$ cat src/rtl/sop_pkg.sv
package sop_pkg;
  localparam int          OPC_W    = 16;
  localparam logic [15:0] OPC_MASK = 16'hFE0F;
  localparam logic [15:0] OPC_INC  = 16'h9403;
  localparam logic [15:0] OPC_ROR  = 16'h9407;
  localparam int          IDX_LSB  = 4;

  localparam int SR_W = 8;
  localparam int FL_C = 0;
  localparam int FL_Z = 1;
  localparam int FL_N = 2;
  localparam int FL_V = 3;
  localparam int FL_S = 4;

  typedef enum logic [1:0] {
    K_NONE = 2'd0,
    K_INC  = 2'd1,
    K_ROR  = 2'd2
  } op_kind_e;

  typedef struct packed {
    logic c;
    logic z;
    logic n;
    logic v;
    logic s;
  } arith_flags_t;
endpackage

$ cat src/rtl/sop_decode.sv
module sop_decode
  import sop_pkg::*;
#(
  parameter int IDX_W = 5
) (
  input  logic [OPC_W-1:0] word,
  output op_kind_e         kind,
  output logic [IDX_W-1:0] idx
);
  logic [OPC_W-1:0] masked;

  always_comb begin
    masked = word & OPC_MASK;
    if (masked == OPC_INC)      kind = K_INC;
    else if (masked == OPC_ROR) kind = K_ROR;
    else                        kind = K_NONE;
    idx = word[IDX_LSB +: IDX_W];
  end
endmodule

$ cat src/rtl/sop_inc.sv
module sop_inc
  import sop_pkg::*;
#(
  parameter int W = 8
) (
  input  logic [W-1:0]  opnd,
  input  logic          c_in,
  output logic [W-1:0]  result,
  output arith_flags_t  fl
);
  localparam logic [W-1:0] MAX_POS = {1'b0, {(W-1){1'b1}}};

  always_comb begin
    result = opnd + W'(1);
    fl.c   = c_in;
    fl.z   = (result == '0);
    fl.n   = result[W-1];
    fl.v   = (opnd == MAX_POS);
    fl.s   = fl.n ^ fl.v;
  end
endmodule

$ cat src/rtl/sop_ror.sv
module sop_ror
  import sop_pkg::*;
#(
  parameter int W = 8
) (
  input  logic [W-1:0]  opnd,
  input  logic          c_in,
  output logic [W-1:0]  result,
  output arith_flags_t  fl
);
  always_comb begin
    result = {c_in, opnd[W-1:1]};
    fl.c   = opnd[0];
    fl.z   = (result == '0);
    fl.n   = result[W-1];
    fl.v   = fl.n ^ fl.c;
    fl.s   = fl.n ^ fl.v;
  end
endmodule

$ cat src/rtl/sop_alu.sv
module sop_alu
  import sop_pkg::*;
#(
  parameter int DATA_W = 8,
  parameter int IDX_W  = 5
) (
  input  logic              clk,
  input  logic              rst_n,
  input  logic              cmd_valid,
  output logic              cmd_ready,
  input  logic [15:0]       cmd_word,
  input  logic [7:0]        cmd_sreg,
  output logic [IDX_W-1:0]  rf_addr,
  input  logic [DATA_W-1:0] rf_data,
  output logic              res_valid,
  input  logic              res_ready,
  output logic              res_we,
  output logic [IDX_W-1:0]  res_idx,
  output logic [DATA_W-1:0] res_data,
  output logic [7:0]        res_sreg
);
  op_kind_e          kind;
  logic [IDX_W-1:0]  idx;
  logic [DATA_W-1:0] inc_res, ror_res, nxt_data;
  arith_flags_t      inc_fl, ror_fl, sel_fl;
  logic [SR_W-1:0]   nxt_sreg;
  logic              nxt_we, accept;

  sop_decode #(.IDX_W(IDX_W)) u_dec (
    .word(cmd_word), .kind(kind), .idx(idx)
  );

  sop_inc #(.W(DATA_W)) u_inc (
    .opnd(rf_data), .c_in(cmd_sreg[FL_C]), .result(inc_res), .fl(inc_fl)
  );

  sop_ror #(.W(DATA_W)) u_ror (
    .opnd(rf_data), .c_in(cmd_sreg[FL_C]), .result(ror_res), .fl(ror_fl)
  );

  assign rf_addr   = idx;
  assign cmd_ready = !res_valid || res_ready;
  assign accept    = cmd_valid && cmd_ready;

  always_comb begin
    nxt_sreg = cmd_sreg;
    nxt_data = '0;
    nxt_we   = 1'b0;
    sel_fl   = inc_fl;
    unique case (kind)
      K_INC: begin
        nxt_data = inc_res;
        nxt_we   = 1'b1;
        sel_fl   = inc_fl;
      end
      K_ROR: begin
        nxt_data = ror_res;
        nxt_we   = 1'b1;
        sel_fl   = ror_fl;
      end
      default: ;
    endcase
    if (nxt_we) begin
      nxt_sreg[FL_C] = sel_fl.c;
      nxt_sreg[FL_Z] = sel_fl.z;
      nxt_sreg[FL_N] = sel_fl.n;
      nxt_sreg[FL_V] = sel_fl.v;
      nxt_sreg[FL_S] = sel_fl.s;
    end
  end

  always_ff @(posedge clk) begin
    if (!rst_n) begin
      res_valid <= 1'b0;
      res_we    <= 1'b0;
      res_idx   <= '0;
      res_data  <= '0;
      res_sreg  <= '0;
    end else if (accept) begin
      res_valid <= 1'b1;
      res_we    <= nxt_we;
      res_idx   <= idx;
      res_data  <= nxt_data;
      res_sreg  <= nxt_sreg;
    end else if (res_ready) begin
      res_valid <= 1'b0;
    end
  end

  AST_INC_KEEPS_C: assert property (@(posedge clk) disable iff (!rst_n)
    accept && kind == K_INC |=> res_sreg[FL_C] == $past(cmd_sreg[FL_C]));
  AST_ROR_C_FROM_BIT0: assert property (@(posedge clk) disable iff (!rst_n)
    accept && kind == K_ROR |=> res_sreg[FL_C] == $past(rf_data[0]));
  AST_SIGN_RULE: assert property (@(posedge clk) disable iff (!rst_n)
    res_valid && res_we |-> res_sreg[FL_S] == (res_sreg[FL_N] ^ res_sreg[FL_V]));
  AST_HIGH_BITS_PASS: assert property (@(posedge clk) disable iff (!rst_n)
    accept |=> res_sreg[7:5] == $past(cmd_sreg[7:5]));
  AST_ILLEGAL_INERT: assert property (@(posedge clk) disable iff (!rst_n)
    accept && kind == K_NONE |=> !res_we && res_sreg == $past(cmd_sreg));
  AST_HOLD_STABLE: assert property (@(posedge clk) disable iff (!rst_n)
    res_valid && !res_ready |=> res_valid && $stable(res_data) && $stable(res_sreg)
                                && $stable(res_idx) && $stable(res_we));
  AST_ONE_CYCLE: assert property (@(posedge clk) disable iff (!rst_n)
    accept |=> res_valid);
endmodule

$ cat config.mk
export PLATFORM = sky130hd
export DESIGN_NAME = sop_alu
export DESIGN_NICKNAME = d
export VERILOG_FILES = /design/src/rtl/sop_pkg.sv /design/src/rtl/sop_decode.sv /design/src/rtl/sop_inc.sv /design/src/rtl/sop_ror.sv /design/src/rtl/sop_alu.sv
export SDC_FILE = /design/constraint.sdc
export NUM_CORES = 1
export LEC_CHECK = 0
export CELL_PAD_IN_SITES_DETAIL_PLACEMENT = 0
export CELL_PAD_IN_SITES_GLOBAL_PLACEMENT = 1
export CORE_ASPECT_RATIO = 1.25
export CORE_MARGIN = 2
export CORE_UTILIZATION = 29
export DETAILED_ROUTE_END_ITERATION = 16
export PLACE_DENSITY = 0.93
export SETUP_SLACK_MARGIN = 0.2
export SLEW_MARGIN = 20
export SYNTH_ARGS = -nofsm -noshare
export SYNTH_HDL_FRONTEND = slang
export SYNTH_SLANG_ARGS = --single-unit
$ cat constraint.sdc
create_clock -name clk -period 2.1 [get_ports clk]
set_input_delay 0.21 -clock clk [delete_from_list [all_inputs] [get_ports clk]]
set_output_delay 0.21 -clock clk [all_outputs]
set_load 0.05 [all_outputs]
==> results of run 1 <==
==> worst paths after layout <==
kind,start,end,slack (ps),depth (start not counted)
max reg2reg,res_valid,res_sreg[1],700,5
max,rf_data[1],res_data[4],360,7
min reg2reg,res_idx[2],res_idx[2],460,2
min,res_idx[2],res_idx[2],460,2
==> sequential cells by signal, summed over array words and instances (netlist names) <==
name and cells:
res_sreg 8, res_data 8, res_idx 5, res_we 1, res_valid 1
==> tightest hold or removal path: cells and delay by family, from the launching register on <==
family	cells	cell delay, ps
compound gates	1	50
flops	1	310
simple gates	1	50
==> metal layers <==
metal | vias up | GRT usage (%) | wire length (um)
li1 | 680 | - | -
met1 | 595 | 16.0 | 1440
met2 | 53 | 25.4 | 1640
met3 | 4 | 2.17 | 203
met4 | 0 | 6.44 | 61
met5 | - | 0 | 0
==> report_power, final <==
group / total, mW / switching [mW] / internal [mW]
registers: 0.463 / 0.00864 / 0.454
clock network: 0.261 / 0.129 / 0.132
logic: 0.315 / 0.176 / 0.139
total: 1.04 / 0.314 / 0.725
==> placed cells by master, fill, tap and decap left out, types with 3 or more instances in the layout <==
master / n
dfxtp_1: 23
xor2_1: 7
clkdlybuf4s50_1: 63
nor3_1: 6
clkbuf_8: 3
nand2_1: 29
a21oi_1: 24
o21ai_0: 5
nand3_1: 4
nor2_1: 12
buf_4: 11
mux2i_1: 4
==> kinds of logic after synthesis <==
kind of cell / synth area share (%)
DFF: 36.6
muxes: 4.08
xor gates and xnor gates: 5.57
adders and majority gates: 0.994
AOI/OAI and AO/OA: 18.9
buffers and inverters: 9.14
and+or+nand+nor: 24.8
==> area by class of cell <==
| class | instances | area (sq um) |
|---|---|---|
| fillers | 429 | 2140 |
| repair buffers | 74 | 713 |
| multi-input cells | 119 | 686 |
| flip-flops and latches | 23 | 460 |
| well taps | 56 | 70.1 |
| clock buffers | 3 | 41.3 |
| inverters | 3 | 11.3 |
| clock inverters | 1 | 5.00 |
==> reports/summary.txt, run 1 <==
Worst path slowest cell: clkdlybuf4s50_1
fin crit share: 82.6%
post-synthesis register bit count: 23
Pwr Density: 523 nW/um^2
largest fanout on the critical path: 4
final instance area: 1990 sq um
critical path required time: 2290 ps
CTS root buffer: clkbuf_8
Hold Vio Cnt, Final: 0
die height: 77.7 um
Placed Area: 1940 sq um
leakage power: 0.742 nW
H-tree depth: 1
largest cells by area after synthesis: dfxtp_1 (37%), a21oi_1 (9.5%), nand2_1 (8.6%)
Top delay family on crit path: buffers and inverters
worst hold path type: flip-flop to flip-flop
Final WS setup: 364 ps
Mapped Area: 1260 sq um
worst skew pair latency: 250 ps
post-layout power: 1.04 mW
HPWL Detailed: 2680 um
DRC viols: 0
worst hold margin: 455 ps
Data arrival, critical path: 1920 ps
syn nets: 197
Final Max Slew Viols: 0
IO Port Bufs: 64
Fin Setup TNS: 0 ps
TritonRoute pass-1 iters: 4
DP Cell Count: 275
Core Area: 4130 sq um
fraction of registers with async set/reset: 0%
WP buf/inv: 1
count leader, synth: nand2_1
Rows: 26
status: finished, final reports clean
maximum clock insertion buffer count: 2
Netlist cell types: 39
drt via density: 4.77
clk slew on worst S/H paths: 70 ps
most instantiated cells after synthesis: nand2_1 (29), a21oi_1 (24), dfxtp_1 (23)
VDD IR-drop max: 0.000195 V
nets: 261
Max-Cap Viols: 0
Syn Area/Cell: 7.87 sq um
cell chain of the critical path: clkdlybuf4s50_1 > ha_1 > and2_1 > nand2_1 > xor2_1 > a2111o_1 > a21oi_1
Worst Setup Start Kind: input port
routed len/inst: 12.0 um
dpl ws: 128 ps
actual slew at the worst max-slew pin: 512 ps
Antenna Nets Post-Route: 0
Post-Synthesis Cells: 160
Tmin final: 1740 ps
slew margin rel.: 65.8%
layout cells sized above 1: 8.97%
vias in the first global route: 1,272
CTS buffer count: 3
vias: 1,332
first-pass GRT wire length: 5590 um
Final Util: 48.1%
Starting Density: 30.5%
delay of the slowest critical-path stage: 550 ps
initial antenna violation count: 0
DR iter-0 viols: 26
die area: 4890 sq um
I/O Pins: 65
Resize count post-CTS: 0
Final setup viols: 0
unrepaired setup endpoints after global routing: false
CP Class: input port to flip-flop
Synth top area share: 36.6%
Top FF cell, synth: dfxtp_1
Post-Route WL: 3350 um
Seq/Total Area, Yosys: 36.6%
Achievable Freq: 576 MHz
routability-driven placement congestion ratio: 0.925
Hold Buf Count CTS: 0
skew final: 3.77 ps
Post-synth EDFFs: 0
Area Growth Syn to Fin: 57.9%
clock sink count: 23
grt total ovfl: 0
Non-Filler Instances: 279
largest net degree at the start of global routing: 14
leading area contributor after synthesis: dfxtp_1
Die X: 62.9 um
n_diodes: 0
post-CTS setup buffer count: 0
Worst Setup End Kind: flip-flop
total number of yosys warnings: 0
Tot GR Track Use: 14.0%
CTS tree: built
No activity file was read; power rests on OpenSTA's default activity.
==> inputs of run 2 (changes only) <==
- CORE_UTILIZATION: 29 -> 24
- PLACE_DENSITY: 0.93 -> 0.83
- clock period: 2.1 -> 1.4 ns (I/O delays scaled with it)
==> run 2 against run 1 <==
Against the previous run: clock skew decreased by 2.0 ps; sequential share of layout area shrank 4.7 points; combinational power up 85%; via count increased by 10%; critical path depth is 2 lower.
==> reports/summary.txt, run 2 (synthesis results as in run 1) <==
fin crit share: 85.2%
metal3 WL: 187 um (-7.9%)
clock sink count: 23 (unchanged)
Tot GR Track Use: 14.1% (+0.017 points)
Post-Route WL: 3960 um (+18%)
Data arrival, critical path: 1340 ps (-580 ps)
skew final: 1.74 ps (-2.03 ps)
DRC viols: 0 (unchanged)
Worst Setup End Kind: flip-flop
Layout fillers: 503 (+17%)
IO Port Bufs: 64 (unchanged)
Hold Vio Cnt, Final: 0 (unchanged)
VDD IR-drop max: 0.000366 V (+87%)
Achievable Freq: 838 MHz
routed length on met1: 1560 um (+8.0%)
die area: 5840 sq um (+20%)
maximum clock insertion buffer count: 2 (unchanged)
largest fanout on the critical path: 5 (+1)
Tmin final: 1190 ps
layout cells sized above 1: 43.3% (+34 points)
most frequent cells in the layout: buf_4 (49), nand2_1 (28), a21oi_1 (22), dfxtp_1 (22)
Area Growth Syn to Fin: 99.6%
n_diodes: 0 (unchanged)
Pwr Density: 673 nW/um^2 (+29%)
die height: 85.0 um (+9.4%)
vias in the first global route: 1,431 (+13%)
largest net degree at the start of global routing: 16 (+2)
worst skew pair latency: 260 ps (about the same)
first-pass GRT wire length: 6460 um (+16%)
Worst Setup Start Kind: flip-flop
CTS tree: built
leakage power: 1.07 nW (+44%)
Hold Path Cell Cnt: 3 (+1)
Max-Cap Viols: 0 (unchanged)
reg2reg path depth: 5 (unchanged)
nets: 290 (+11%)
initial antenna violation count: 0 (unchanged)
CTS buffer count: 3 (unchanged)
vias: 1,470 (+10%)
unrepaired setup endpoints after global routing: true
slew margin rel.: 84.0% (+18 points)
H-tree depth: 1 (unchanged)
met2 WL: 2180 um (+32%)
Starting Density: 24.8% (-5.7 points)
Antenna Nets Post-Route: 0 (unchanged)
critical path required time: 1550 ps (-740 ps)
drt via density: 4.68 (-1.9%)
routed len/inst: 12.6 um (+5.0%)
status: finished, final reports clean
Die X: 68.8 um (+9.3%)
FF-to-FF Start: res_valid
Final Util: 49.5% (+1.4 points)
clk slew on worst S/H paths: 80 ps (about the same)
post-layout power: 1.69 mW (+63%)
Rows: 29 (+12%)
routability-driven placement congestion ratio: 0.791 (-14%)
most common cell after layout, fill and taps aside: buf_4
Top Metal Used: met4
biggest registers after layout: res_data: 8 flops, res_sreg: 8 flops, res_idx: 5 flops
I/O Pins: 65 (unchanged)
actual slew at the worst max-slew pin: 240 ps (-272 ps)
CTS root buffer: clkbuf_8
Core Area: 5080 sq um (+23%)
hold path start: res_ready
grt total ovfl: 0 (unchanged)
Final setup viols: 0 (unchanged)
worst setup path start: res_valid
CP Class: flip-flop to flip-flop
TritonRoute pass-1 iters: 4 (unchanged)
worst hold path type: input port to flip-flop
DR iter-0 viols: 39 (+50%)
minimum setup slack among reg-to-reg paths: 210 ps (-490 ps)
Final Max Slew Viols: 0 (unchanged)
HPWL Detailed: 3040 um (+13%)
run 2: changes by cell type in the layout (fill, tap and decap cells not counted), moves of 4 or more:
cell / before / now
buf_12: 0 / 14
buf_4: 11 / 49
buf_6: 0 / 8
clkbuf_2: 0 / 4
clkdlybuf4s50_1: 63 / 14
dlygate4sd2_1: 0 / 6
nor2_1: 12 / 8
nor3_1: 6 / 1
run 2: repair_timing:
item | in CTS | in global routing
cloned | 0 | 0
hold buffers | 0 | 0
setup buffers | 3 | 2
pin swaps | 7 | 19
resized for setup | 52 | 39
endpoints found under the setup margin | 22 | 22
endpoints found under the hold margin | 0 | 0
run 2: worst paths after layout:
kind,to
setup / recovery,res_sreg[1]
hold / removal,res_valid
setup reg to reg,res_sreg[1]
hold reg to reg,res_sreg[5]
run 2: stage by stage:
stage                     TNS, ps  area (sq um)  setup WS (ps)  std cells  hold WS, ps
final                           0          2510            207        314          216
after global routing            0          2510            154        314          232
after CTS                       0          2380            195        312          424
after detailed placement    -7070          2250           -536        305          447
after global placement      -6690          2250           -465        305          442
after floorplan             -15.2          1290          -15.2        160          259
run 2: critical path, stage by stage (launching register included):
cell and delay [ps]:
dfxtp_4 360, nand2b_4 70, and2_4 160, and3_4 150, a211oi_4 220, o32ai_2 110
run 2: final cells by class:
type,instances,area [sq um],area share (%)
multi-input combinational,119,886,35.3
inverter,3,11.3,0.448
timing repair buffer,103,1030,40.9
tap,62,77.6,3.09
sequential,23,464,18.5
clock buffer,4,45.0,1.79
run 2: power by group:
| group | switching, mW | total [mW] | leakage, nW | internal, mW |
|---|---|---|---|---|
| combinational | 0.314 | 0.584 | 0.857 | 0.270 |
| clock | 0.208 | 0.411 | 0.0228 | 0.203 |
| sequential | 0.0163 | 0.697 | 0.189 | 0.680 |
run 2: per-layer routing:
layer | global-route usage (%) | up-vias
li1 | - | 735
met1 | 17.1 | 696
met2 | 25.3 | 37
met3 | 1.33 | 2
met4 | 4.28 | 0
met5 | 0 | -
